`src/rtl/bga_pkg.sv`:
```
package bga_pkg;

    // Processor-side arbitration controller
    typedef enum logic [1:0] {
        SRC_OWN    = 2'd0,
        SRC_GRANT  = 2'd1,
        SRC_LENT   = 2'd2,
        SRC_SETTLE = 2'd3
    } src_state_e;

    // Per-master chain cell
    typedef enum logic [1:0] {
        CELL_IDLE   = 2'd0,
        CELL_PEND   = 2'd1,
        CELL_MASTER = 2'd2
    } cell_state_e;

endpackage

```
`src/rtl/bga_line_merge.sv`:
```
// Logical model of an open-drain shared line: active when any driver pulls.
module bga_line_merge #(
    parameter int unsigned WIDTH = 4
) (
    input  logic [WIDTH-1:0] lines_i,
    output logic             any_o
);

    logic [WIDTH:0] acc;

    assign acc[0] = 1'b0;

    for (genvar i = 0; i < WIDTH; i++) begin : g_acc
        assign acc[i+1] = acc[i] | lines_i[i];
    end

    assign any_o = acc[WIDTH];

endmodule

```
`src/rtl/bga_grant_source.sv`:
```
// Processor side: raises the head grant and tracks bus ownership.
module bga_grant_source
    import bga_pkg::*;
(
    input  logic clk,
    input  logic rst_n,
    input  logic bus_req_i,
    input  logic bus_busy_i,
    input  logic chain_quiet_i,
    output logic grant_o
);

    src_state_e state_q;
    src_state_e state_d;

    // State register
    always_ff @(posedge clk or negedge rst_n) begin
        if (!rst_n) begin
            state_q <= SRC_OWN;
        end else begin
            state_q <= state_d;
        end
    end

    // Transitions
    always_comb begin
        state_d = state_q;
        unique case (state_q)
            SRC_OWN: begin
                if (bus_req_i && !bus_busy_i) begin
                    state_d = SRC_GRANT;          // issue
                end
            end
            SRC_GRANT: begin
                if (bus_busy_i) begin
                    state_d = SRC_LENT;           // lend
                end else if (!bus_req_i) begin
                    state_d = SRC_SETTLE;         // withdraw
                end
            end
            SRC_LENT: begin
                if (!bus_busy_i) begin
                    state_d = SRC_SETTLE;         // reclaim
                end
            end
            SRC_SETTLE: begin
                if (chain_quiet_i) begin
                    state_d = SRC_OWN;            // rearm
                end
            end
            default: state_d = SRC_OWN;
        endcase
    end

    // Outputs
    always_comb begin
        grant_o = (state_q == SRC_GRANT);
    end

endmodule

```
`src/rtl/bga_chain_cell.sv`:
```
// One link of the grant chain: captures a rising grant when requesting,
// otherwise forwards it to the next link one clock later.
module bga_chain_cell
    import bga_pkg::*;
(
    input  logic clk,
    input  logic rst_n,
    input  logic want_i,
    input  logic done_i,
    input  logic grant_in_i,
    output logic grant_out_o,
    output logic req_o,
    output logic busy_o
);

    cell_state_e state_q;
    cell_state_e state_d;
    logic        grant_seen_q;
    logic        fwd_q;
    logic        fwd_d;
    logic        take;

    assign take = (state_q == CELL_PEND) && want_i && grant_in_i && !grant_seen_q;

    // State register and grant pipeline
    always_ff @(posedge clk or negedge rst_n) begin
        if (!rst_n) begin
            state_q      <= CELL_IDLE;
            grant_seen_q <= 1'b0;
            fwd_q        <= 1'b0;
        end else begin
            state_q      <= state_d;
            grant_seen_q <= grant_in_i;
            fwd_q        <= fwd_d;
        end
    end

    // Transitions
    always_comb begin
        state_d = state_q;
        unique case (state_q)
            CELL_IDLE: begin
                if (want_i) begin
                    state_d = CELL_PEND;          // ask
                end
            end
            CELL_PEND: begin
                if (take) begin
                    state_d = CELL_MASTER;        // take
                end else if (!want_i) begin
                    state_d = CELL_IDLE;          // cancel
                end
            end
            CELL_MASTER: begin
                if (done_i) begin
                    state_d = CELL_IDLE;          // release
                end
            end
            default: state_d = CELL_IDLE;
        endcase
    end

    // Outputs
    always_comb begin
        fwd_d       = grant_in_i && (state_q != CELL_MASTER) && !take;
        grant_out_o = fwd_q;
        req_o       = (state_q == CELL_PEND);
        busy_o      = (state_q == CELL_MASTER);
    end

endmodule

```
`src/rtl/bus_grant_chain.sv`:
```
module bus_grant_chain
    import bga_pkg::*;
#(
    parameter int unsigned NUM_MASTERS = 4
) (
    input  logic                   clk,
    input  logic                   rst_n,
    input  logic [NUM_MASTERS-1:0] req_i,
    input  logic [NUM_MASTERS-1:0] done_i,
    output logic                   bus_req_o,
    output logic                   bus_busy_o,
    output logic                   cpu_grant_o,
    output logic [NUM_MASTERS-1:0] chain_grant_o,
    output logic [NUM_MASTERS-1:0] owner_o
);

    localparam int unsigned LINKS = NUM_MASTERS + 1;

    logic [LINKS-1:0]       grant_link;
    logic [NUM_MASTERS-1:0] pend_lines;
    logic [NUM_MASTERS-1:0] busy_lines;
    logic                   any_req;
    logic                   any_busy;
    logic                   head_grant;
    logic                   chain_quiet;

    assign grant_link[0] = head_grant;
    assign chain_quiet   = ~|grant_link[LINKS-1:1];

    bga_grant_source u_source (
        .clk           (clk),
        .rst_n         (rst_n),
        .bus_req_i     (any_req),
        .bus_busy_i    (any_busy),
        .chain_quiet_i (chain_quiet),
        .grant_o       (head_grant)
    );

    for (genvar k = 0; k < NUM_MASTERS; k++) begin : g_cell
        bga_chain_cell u_cell (
            .clk         (clk),
            .rst_n       (rst_n),
            .want_i      (req_i[k]),
            .done_i      (done_i[k]),
            .grant_in_i  (grant_link[k]),
            .grant_out_o (grant_link[k+1]),
            .req_o       (pend_lines[k]),
            .busy_o      (busy_lines[k])
        );
    end

    bga_line_merge #(.WIDTH(NUM_MASTERS)) u_req_line (
        .lines_i (pend_lines),
        .any_o   (any_req)
    );

    bga_line_merge #(.WIDTH(NUM_MASTERS)) u_busy_line (
        .lines_i (busy_lines),
        .any_o   (any_busy)
    );

    assign bus_req_o     = any_req;
    assign bus_busy_o    = any_busy;
    assign cpu_grant_o   = head_grant;
    assign chain_grant_o = grant_link[NUM_MASTERS-1:0];
    assign owner_o       = busy_lines;

endmodule

```
`config.mk`:
```
export PLATFORM = sky130hd
export DESIGN_NAME = bus_grant_chain
export DESIGN_NICKNAME = d
export VERILOG_FILES = /design/src/rtl/bga_pkg.sv /design/src/rtl/bga_line_merge.sv /design/src/rtl/bga_grant_source.sv /design/src/rtl/bga_chain_cell.sv /design/src/rtl/bus_grant_chain.sv
export SDC_FILE = /design/constraint.sdc
export NUM_CORES = 1
export LEC_CHECK = 0
export ABC_CLOCK_PERIOD_IN_PS = 2600
export BUFFER_PORTS_ARGS = -buffer_cell sky130_fd_sc_hd__buf_2
export CAP_MARGIN = 20
export CORE_MARGIN = 4
export CORE_UTILIZATION = 45
export DETAILED_ROUTE_END_ITERATION = 10
export GPL_TIMING_DRIVEN = 0
export HOLD_SLACK_MARGIN = 0.15
export PLACE_DENSITY_LB_ADDON = 0.12
export SLEW_MARGIN = 25
export SYNTH_ARGS = -nofsm -noshare
export SYNTH_HDL_FRONTEND = slang
export SYNTH_SLANG_ARGS = --single-unit
export TNS_END_PERCENT = 20
```
`constraint.sdc`:
```
create_clock -name clk -period 2.6 [get_ports clk]
set_input_delay 0.13 -clock clk [delete_from_list [all_inputs] [get_ports clk]]
set_output_delay 0.13 -clock clk [all_outputs]
set_load 0.02 [all_outputs]
```
==> flow_metrics.tcl, run 1 <==
set metrics [dict create \
    layout-drive-gt1-share 0.345 \
    clockRootBuffer "clkbuf_4" \
    rsz0062_at_grt "no" \
    finalCritPeriodShare 0.640 \
    synth-edff-count 0 \
    reg2reg_slack_ps 940 \
    nets 131 \
    maxSlewViolCount 0 \
    io_pins 21 \
    min-delay-path-class "primary input to async pin" \
    syn_area_per_cell_um2 10.9 \
    dp_cells 128 \
    grt_pass1_vias 686 \
    synth_area_leader_cell "dfrtp_1" \
    grt_util_all_layers 0.147 \
    ant_nets 0 \
    synthFlopType "dfrtp_1" \
    maxCapViolCount 0 \
    place_congestion 0.777 \
    cts_tree "built" \
    wl_per_cell_um 11.9 \
    start_util 0.498 \
    p_leak_nw 0.648 \
    yosys-top-cells-area "dfrtp_1, nand2b_1, buf_4" \
    first_pass_iters 3 \
    hpwl_mm 1.23 \
    cp-start-kind "register" \
    antenna_found_initial 0 \
    async_flop_share 1.00 \
    clk_latency_ps 290 \
    powerDensity_nw_per_um2 1040 \
    route.detailed.drc 0 \
    cp-end-kind "register" \
    ys_seq_elements 18 \
    viasPerCell 4.88 \
    slowest_delay_ps 570 \
    die_y_um 52.9 \
    grt_overflow 0 \
    syn_inst 83 \
    ys_seq_area_frac 0.497 \
    dieArea_um2 2800 \
    pre_cts_ws_ps 952 \
    dieWidth_um 52.9 \
    synth_nets 97 \
    setup_ws_ps 935 \
    reg2reg_to "u_source.state_q[1]$_DFFE_PN0P_" \
    drt_iter0_drc 3 \
    synth_top_cell_area_share 0.497 \
    clkSinkCount 18 \
    clkTransAtPathRegs_ps 100 \
    cts_buffers 3 \
    yosysWarnings 0 \
    slowest_stage "or4_4" \
    design_area_um2 1160 \
    required_ps 2780 \
    hold_viol_final 0 \
    status "finished, final reports clean" \
    crit_chain "or4_4, a22oi_4, o21ai_2, mux2_4" \
    criticalPathCategory "register to register" \
    numPortBuffers 20 \
    vias 688 \
    grt_pass1_wl_mm 2.94 \
    setup_tns_ps 0 \
    slew_headroom 0.732 \
    cp_data_arrival_time_ps 1850 \
    syn2layout_area_growth_pct 28.4 \
    synth_common_cells "dfrtp_1, nand2b_1, inv_1, buf_4, a21oi_1" \
    finClkSkew_ps 3.10 \
    timing.rr.start "g_cell[1].u_cell.grant_out_o$_DFF_PN0_" \
    synth.most_common_cell "dfrtp_1" \
    core_area_um2 1820 \
    fin_util 0.640 \
    rows 15 \
    finalSetupViolations 0 \
    ff2ff_path_depth 4 \
    max_freq_mhz 601 \
    n_antenna_cell 0 \
    syn-cell-area_um2 907 \
    wirelength_mm 1.68 \
    synth_cell_type_count 21 \
    tightest_slew_ps 402 \
    path_delay_family "simple AND/OR/NAND/NOR gates" \
    placed_area_um2 1040 \
    finalNonFillerCells 141 \
    cts_buffer_depth 2 \
    ir_drop_v 0.000641 \
    crit_fanout 6 \
    period_needed_ps 1660 \
    htreeDepth 1 \
    crit_buf_inv 0 \
    grt_max_degree 19 \
]
## cells in the final DEF (no fill, tap or decap), drive strengths merged
master and n:
a21oi 6, a22oi 1, a32oi 1, and4 1, buf 28, clkbuf 4, dfrtp 18, dlygate4sd3 9
ha 4, inv 11, mux2 1, nand2 4, nand2b 11, nand3 1, nor2 4, nor3b 1
o2111ai 1, o21ai 1, o22ai 4, o311a 4, or4 1
## worst register-to-register path: cells and delay by family (launching register included)
kind               cells  cell delay (ps)
AOI/OAI and AO/OA      2              260
DFF                    1              450
and+or+nand+nor        1              570
muxes                  1              290
## sequential cells by signal (all words and copies together), names as in the netlist
name	flops
g_cell.u_cell.grant_out_o	4
u_source.state_q	2
g_cell.u_cell.state_q	8
g_cell.u_cell.grant_seen_q	4
## where the power goes
group | leakage, nW | switching [W] | internal, W
registers | 0.233 | 0.0000845 | 0.000378
clock network | 0.0210 | 0.0000848 | 0.0000852
logic | 0.394 | 0.000289 | 0.000289
## cells by family after synthesis
kind of cell	Yosys count	synth area share
multiplexers	1	0.0165
AO/OA/AOI/OAI	18	0.159
AND/OR/NAND/NOR	23	0.153
flip-flops	18	0.497
buffers and inverters	19	0.120
adder cells (fa/ha/maj)	4	0.0552
## per-stage QoR
step / hold slack [ps] / power [W]
final: 304 / 0.00121
after global routing: 322 / 0.00131
after CTS: 299 / 0.00123
after floorplan: -166 / 0.000911
after detailed placement: 85.2 / 0.00104
after global placement: 82.9 / 0.00103
## worst max-delay path by stage
stage | slack [ps] | cells past startpoint | from | end
2_1_floorplan | 970 | 4 | g_cell[2].u_cell.state_q[1]$_DFFE_PN0P_ | u_source.state_q[1]$_DFFE_PN0P_
4_1_cts | 930 | 4 | g_cell[1].u_cell.grant_out_o$_DFF_PN0_ | u_source.state_q[1]$_DFFE_PN0P_
6_report | 940 | 4 | g_cell[1].u_cell.grant_out_o$_DFF_PN0_ | u_source.state_q[1]$_DFFE_PN0P_
3_5_place_dp | 950 | 4 | g_cell[1].u_cell.grant_out_o$_DFF_PN0_ | u_source.state_q[1]$_DFFE_PN0P_
5_1_grt | 870 | 4 | g_cell[1].u_cell.grant_out_o$_DFF_PN0_ | u_source.state_q[1]$_DFFE_PN0P_
3_3_place_gp | 970 | 4 | g_cell[1].u_cell.grant_out_o$_DFF_PN0_ | u_source.state_q[1]$_DFFE_PN0P_
## routing by layer
layer,vias up,track usage,share of wire
met2,15,0.250,0.50
met4,0,0.0511,0.0071
met3,2,0.0338,0.042
met5,-,0,0
li1,349,-,-
met1,322,0.182,0.45
## timing repair
| action | 4_1_cts | 5_1_grt |
|---|---|---|
| gates resized for setup | 0 | 0 |
| endpoints found under the setup margin | 0 | 0 |
| hold buffers | 9 | 0 |
| buffers inserted | 0 | 0 |
| hold endpoints to repair | 26 | 0 |
## area by class of cell
class                      instances  area (um^2)
fill                             152          656
sequential                        18          450
multi-input combinational         46          348
timing repair buffer              29          190
buffer                             8         60.1
inverter                          11         48.8
clock buffer                       4         36.3
tap                               25         31.3
(Power assumes the default switching activity.)
==> run 2: changes to the inputs <==
Settings changed: ABC_CLOCK_PERIOD_IN_PS 2600 to 1700.
Clock period 2.6 ns to 1.7 ns, I/O delays scaled along.
==> run 2 against run 1 <==
Against the previous run:
- routed wire length increased by 4.8%
- final cell count rose by 2.8%
- maximum frequency rose by 0.26%
- sequential cell count stayed put
- critical path depth is the same
- clock power rose by 52%
- critical path type unchanged
- highest routed layer unchanged
==> flow_metrics.tcl, run 2 (synthesized netlist as in run 1, its figures left out) <==
set metrics [dict create \
    tightest_slew_ps 397 \
    numPortBuffers 20 \
    n_antenna_cell 0 \
    finalCritPeriodShare 0.977 \
    cp_data_arrival_time_ps 1850 \
    p_comb_frac 0.486 \
    route.detailed.drc 0 \
    required_ps 1890 \
    rows 15 \
    status "finished, final reports clean" \
    criticalPathCategory "register to register" \
    p_seq_frac 0.377 \
    cp-start-kind "register" \
    wl_per_cell_um 12.2 \
    crit_fanout 6 \
    ant_nets 0 \
    powerDensity_nw_per_um2 1560 \
    p_leak_nw 0.672 \
    grt_overflow 0 \
    vias 710 \
    ff2ff_path_depth 4 \
    ir_drop_v 0.000983 \
    reg2reg_to "u_source.state_q[1]$_DFFE_PN0P_" \
    design_area_um2 1210 \
    slew_headroom 0.735 \
    rsz0062_at_grt "yes" \
    nets 135 \
    io_pins 21 \
    grt_pass1_vias 708 \
    hpwl_mm 1.23 \
    cp-end-kind "register" \
    clockRootBuffer "clkbuf_4" \
    placed_area_um2 1040 \
    grt_pass1_wl_mm 3.05 \
    place_congestion 0.777 \
    core_area_um2 1820 \
    top_register "g_cell.u_cell.state_q" \
    antenna_found_initial 0 \
    cts_buffer_depth 2 \
    clkTransAtPathRegs_ps 100 \
    clk_latency_ps 290 \
    dieWidth_um 52.9 \
    reg2reg_slack_ps 40 \
    wirelength_mm 1.76 \
    max_freq_mhz 602 \
    die_y_um 52.9 \
    hold_viol_final 0 \
    final_common_cell "buf_2" \
    htreeDepth 1 \
    finalNonFillerCells 145 \
    grt_util_all_layers 0.153 \
    drt_iter0_drc 4 \
    maxCapViolCount 0 \
    finalSetupViolations 0 \
    cts_tree "built" \
    switching_share 0.376 \
    layout.cells.most_common_list "buf_2, dfrtp_1, dlygate4sd3_1, nand2b_1, inv_1" \
    p_clk_frac 0.138 \
    grt_max_degree 19 \
    viasPerCell 4.90 \
    min-delay-path-class "primary input to async pin" \
    layout-drive-gt1-share 0.350 \
    period_needed_ps 1660 \
    dp_cells 128 \
    start_util 0.498 \
    timing.rr.start "g_cell[1].u_cell.grant_out_o$_DFF_PN0_" \
    p_int_w 0.00118 \
    syn2layout_area_growth_pct 33.2 \
    finClkSkew_ps 5.52 \
    clkSinkCount 18 \
    dieArea_um2 2800 \
    power.switching_w 0.000707 \
    maxSlewViolCount 0 \
    largest_register_ffs 8 \
    first_pass_iters 3 \
    cts_buffers 3 \
    post_cts_buffers 0 \
]
run 2: cell types whose count changed in the layout (fill, tap and decap cells not counted):
| cell | change |
|---|---|
| dlygate4sd3_1 | +4 |
| ha_1 | -1 |
| dfrtp_2 | +1 |
| dfrtp_1 | -1 |
| ha_2 | +1 |
run 2: power groups by stage:
| stage | logic [W] | registers, W | clock network, W |
|---|---|---|---|
| 6_report | 0.000914 | 0.000709 | 0.000259 |
| 5_1_grt | 0.00101 | 0.000736 | 0.000293 |
| 4_1_cts | 0.000918 | 0.000707 | 0.000273 |
| 3_5_place_dp | 0.000872 | 0.000717 | 0 |
| 3_3_place_gp | 0.000860 | 0.000711 | 0 |
| 2_1_floorplan | 0.000711 | 0.000681 | 0 |
run 2: worst max-delay path by stage:
stage | startpoint | endpoint | slack (ps) | cells past startpoint
after global routing | g_cell[1].u_cell.grant_out_o$_DFF_PN0_ | u_source.state_q[1]$_DFFE_PN0P_ | -10 | 4
after CTS | g_cell[1].u_cell.grant_out_o$_DFF_PN0_ | u_source.state_q[1]$_DFFE_PN0P_ | 30 | 4
after global placement | g_cell[1].u_cell.grant_out_o$_DFF_PN0_ | u_source.state_q[1]$_DFFE_PN0P_ | 70 | 4
final | g_cell[1].u_cell.grant_out_o$_DFF_PN0_ | u_source.state_q[1]$_DFFE_PN0P_ | 40 | 4
after floorplan | g_cell[2].u_cell.state_q[1]$_DFFE_PN0P_ | u_source.state_q[1]$_DFFE_PN0P_ | 70 | 4
after detailed placement | g_cell[1].u_cell.grant_out_o$_DFF_PN0_ | u_source.state_q[1]$_DFFE_PN0P_ | 50 | 4
run 2: per-stage QoR:
step | util | power [W] | setup TNS (ps) | hold slack, ps | worst slack, ps
floorplan | - | 0.00139 | 0 | -211 | 72.7
global placement | 0.570 | 0.00157 | 0 | 37.9 | 69.3
detailed placement | 0.570 | 0.00159 | 0 | 40.2 | 51.5
CTS | 0.662 | 0.00190 | 0 | 254 | 32.8
global route | 0.664 | 0.00204 | -14.1 | 276 | -14.1
finish | 0.664 | 0.00188 | 0 | 256 | 39.3
run 2: final cells by class:
type                       count  area, um^2
timing repair buffer          33         230
inverter                      11        48.8
multi-input combinational     46         350
clock buffer                   4        36.3
buffer                         8        60.1
tap                           25        31.3
fill                         150         612
sequential                    18         452
run 2: what timing repair did:
action                                 in CTS  in global routing
gates resized for setup                     0                  2
setup endpoints to repair                   0                  2
endpoints found under the hold margin      26                  0
hold buffers                               13                  0
run 2: metal layers:
metal  up-vias  share of wire  track usage
li1        356              -            -
met1       337           0.44        0.191
met2        15           0.51        0.258
met3         2          0.037       0.0338
met4         0         0.0068       0.0511
met5         -              0            0
run 2: worst max-delay path, stage by stage, from the launching register on:
cell and delay [ps]:
dfrtp_2 450, or4_4 560, a22oi_4 160, o21ai_2 100, mux2_4 290
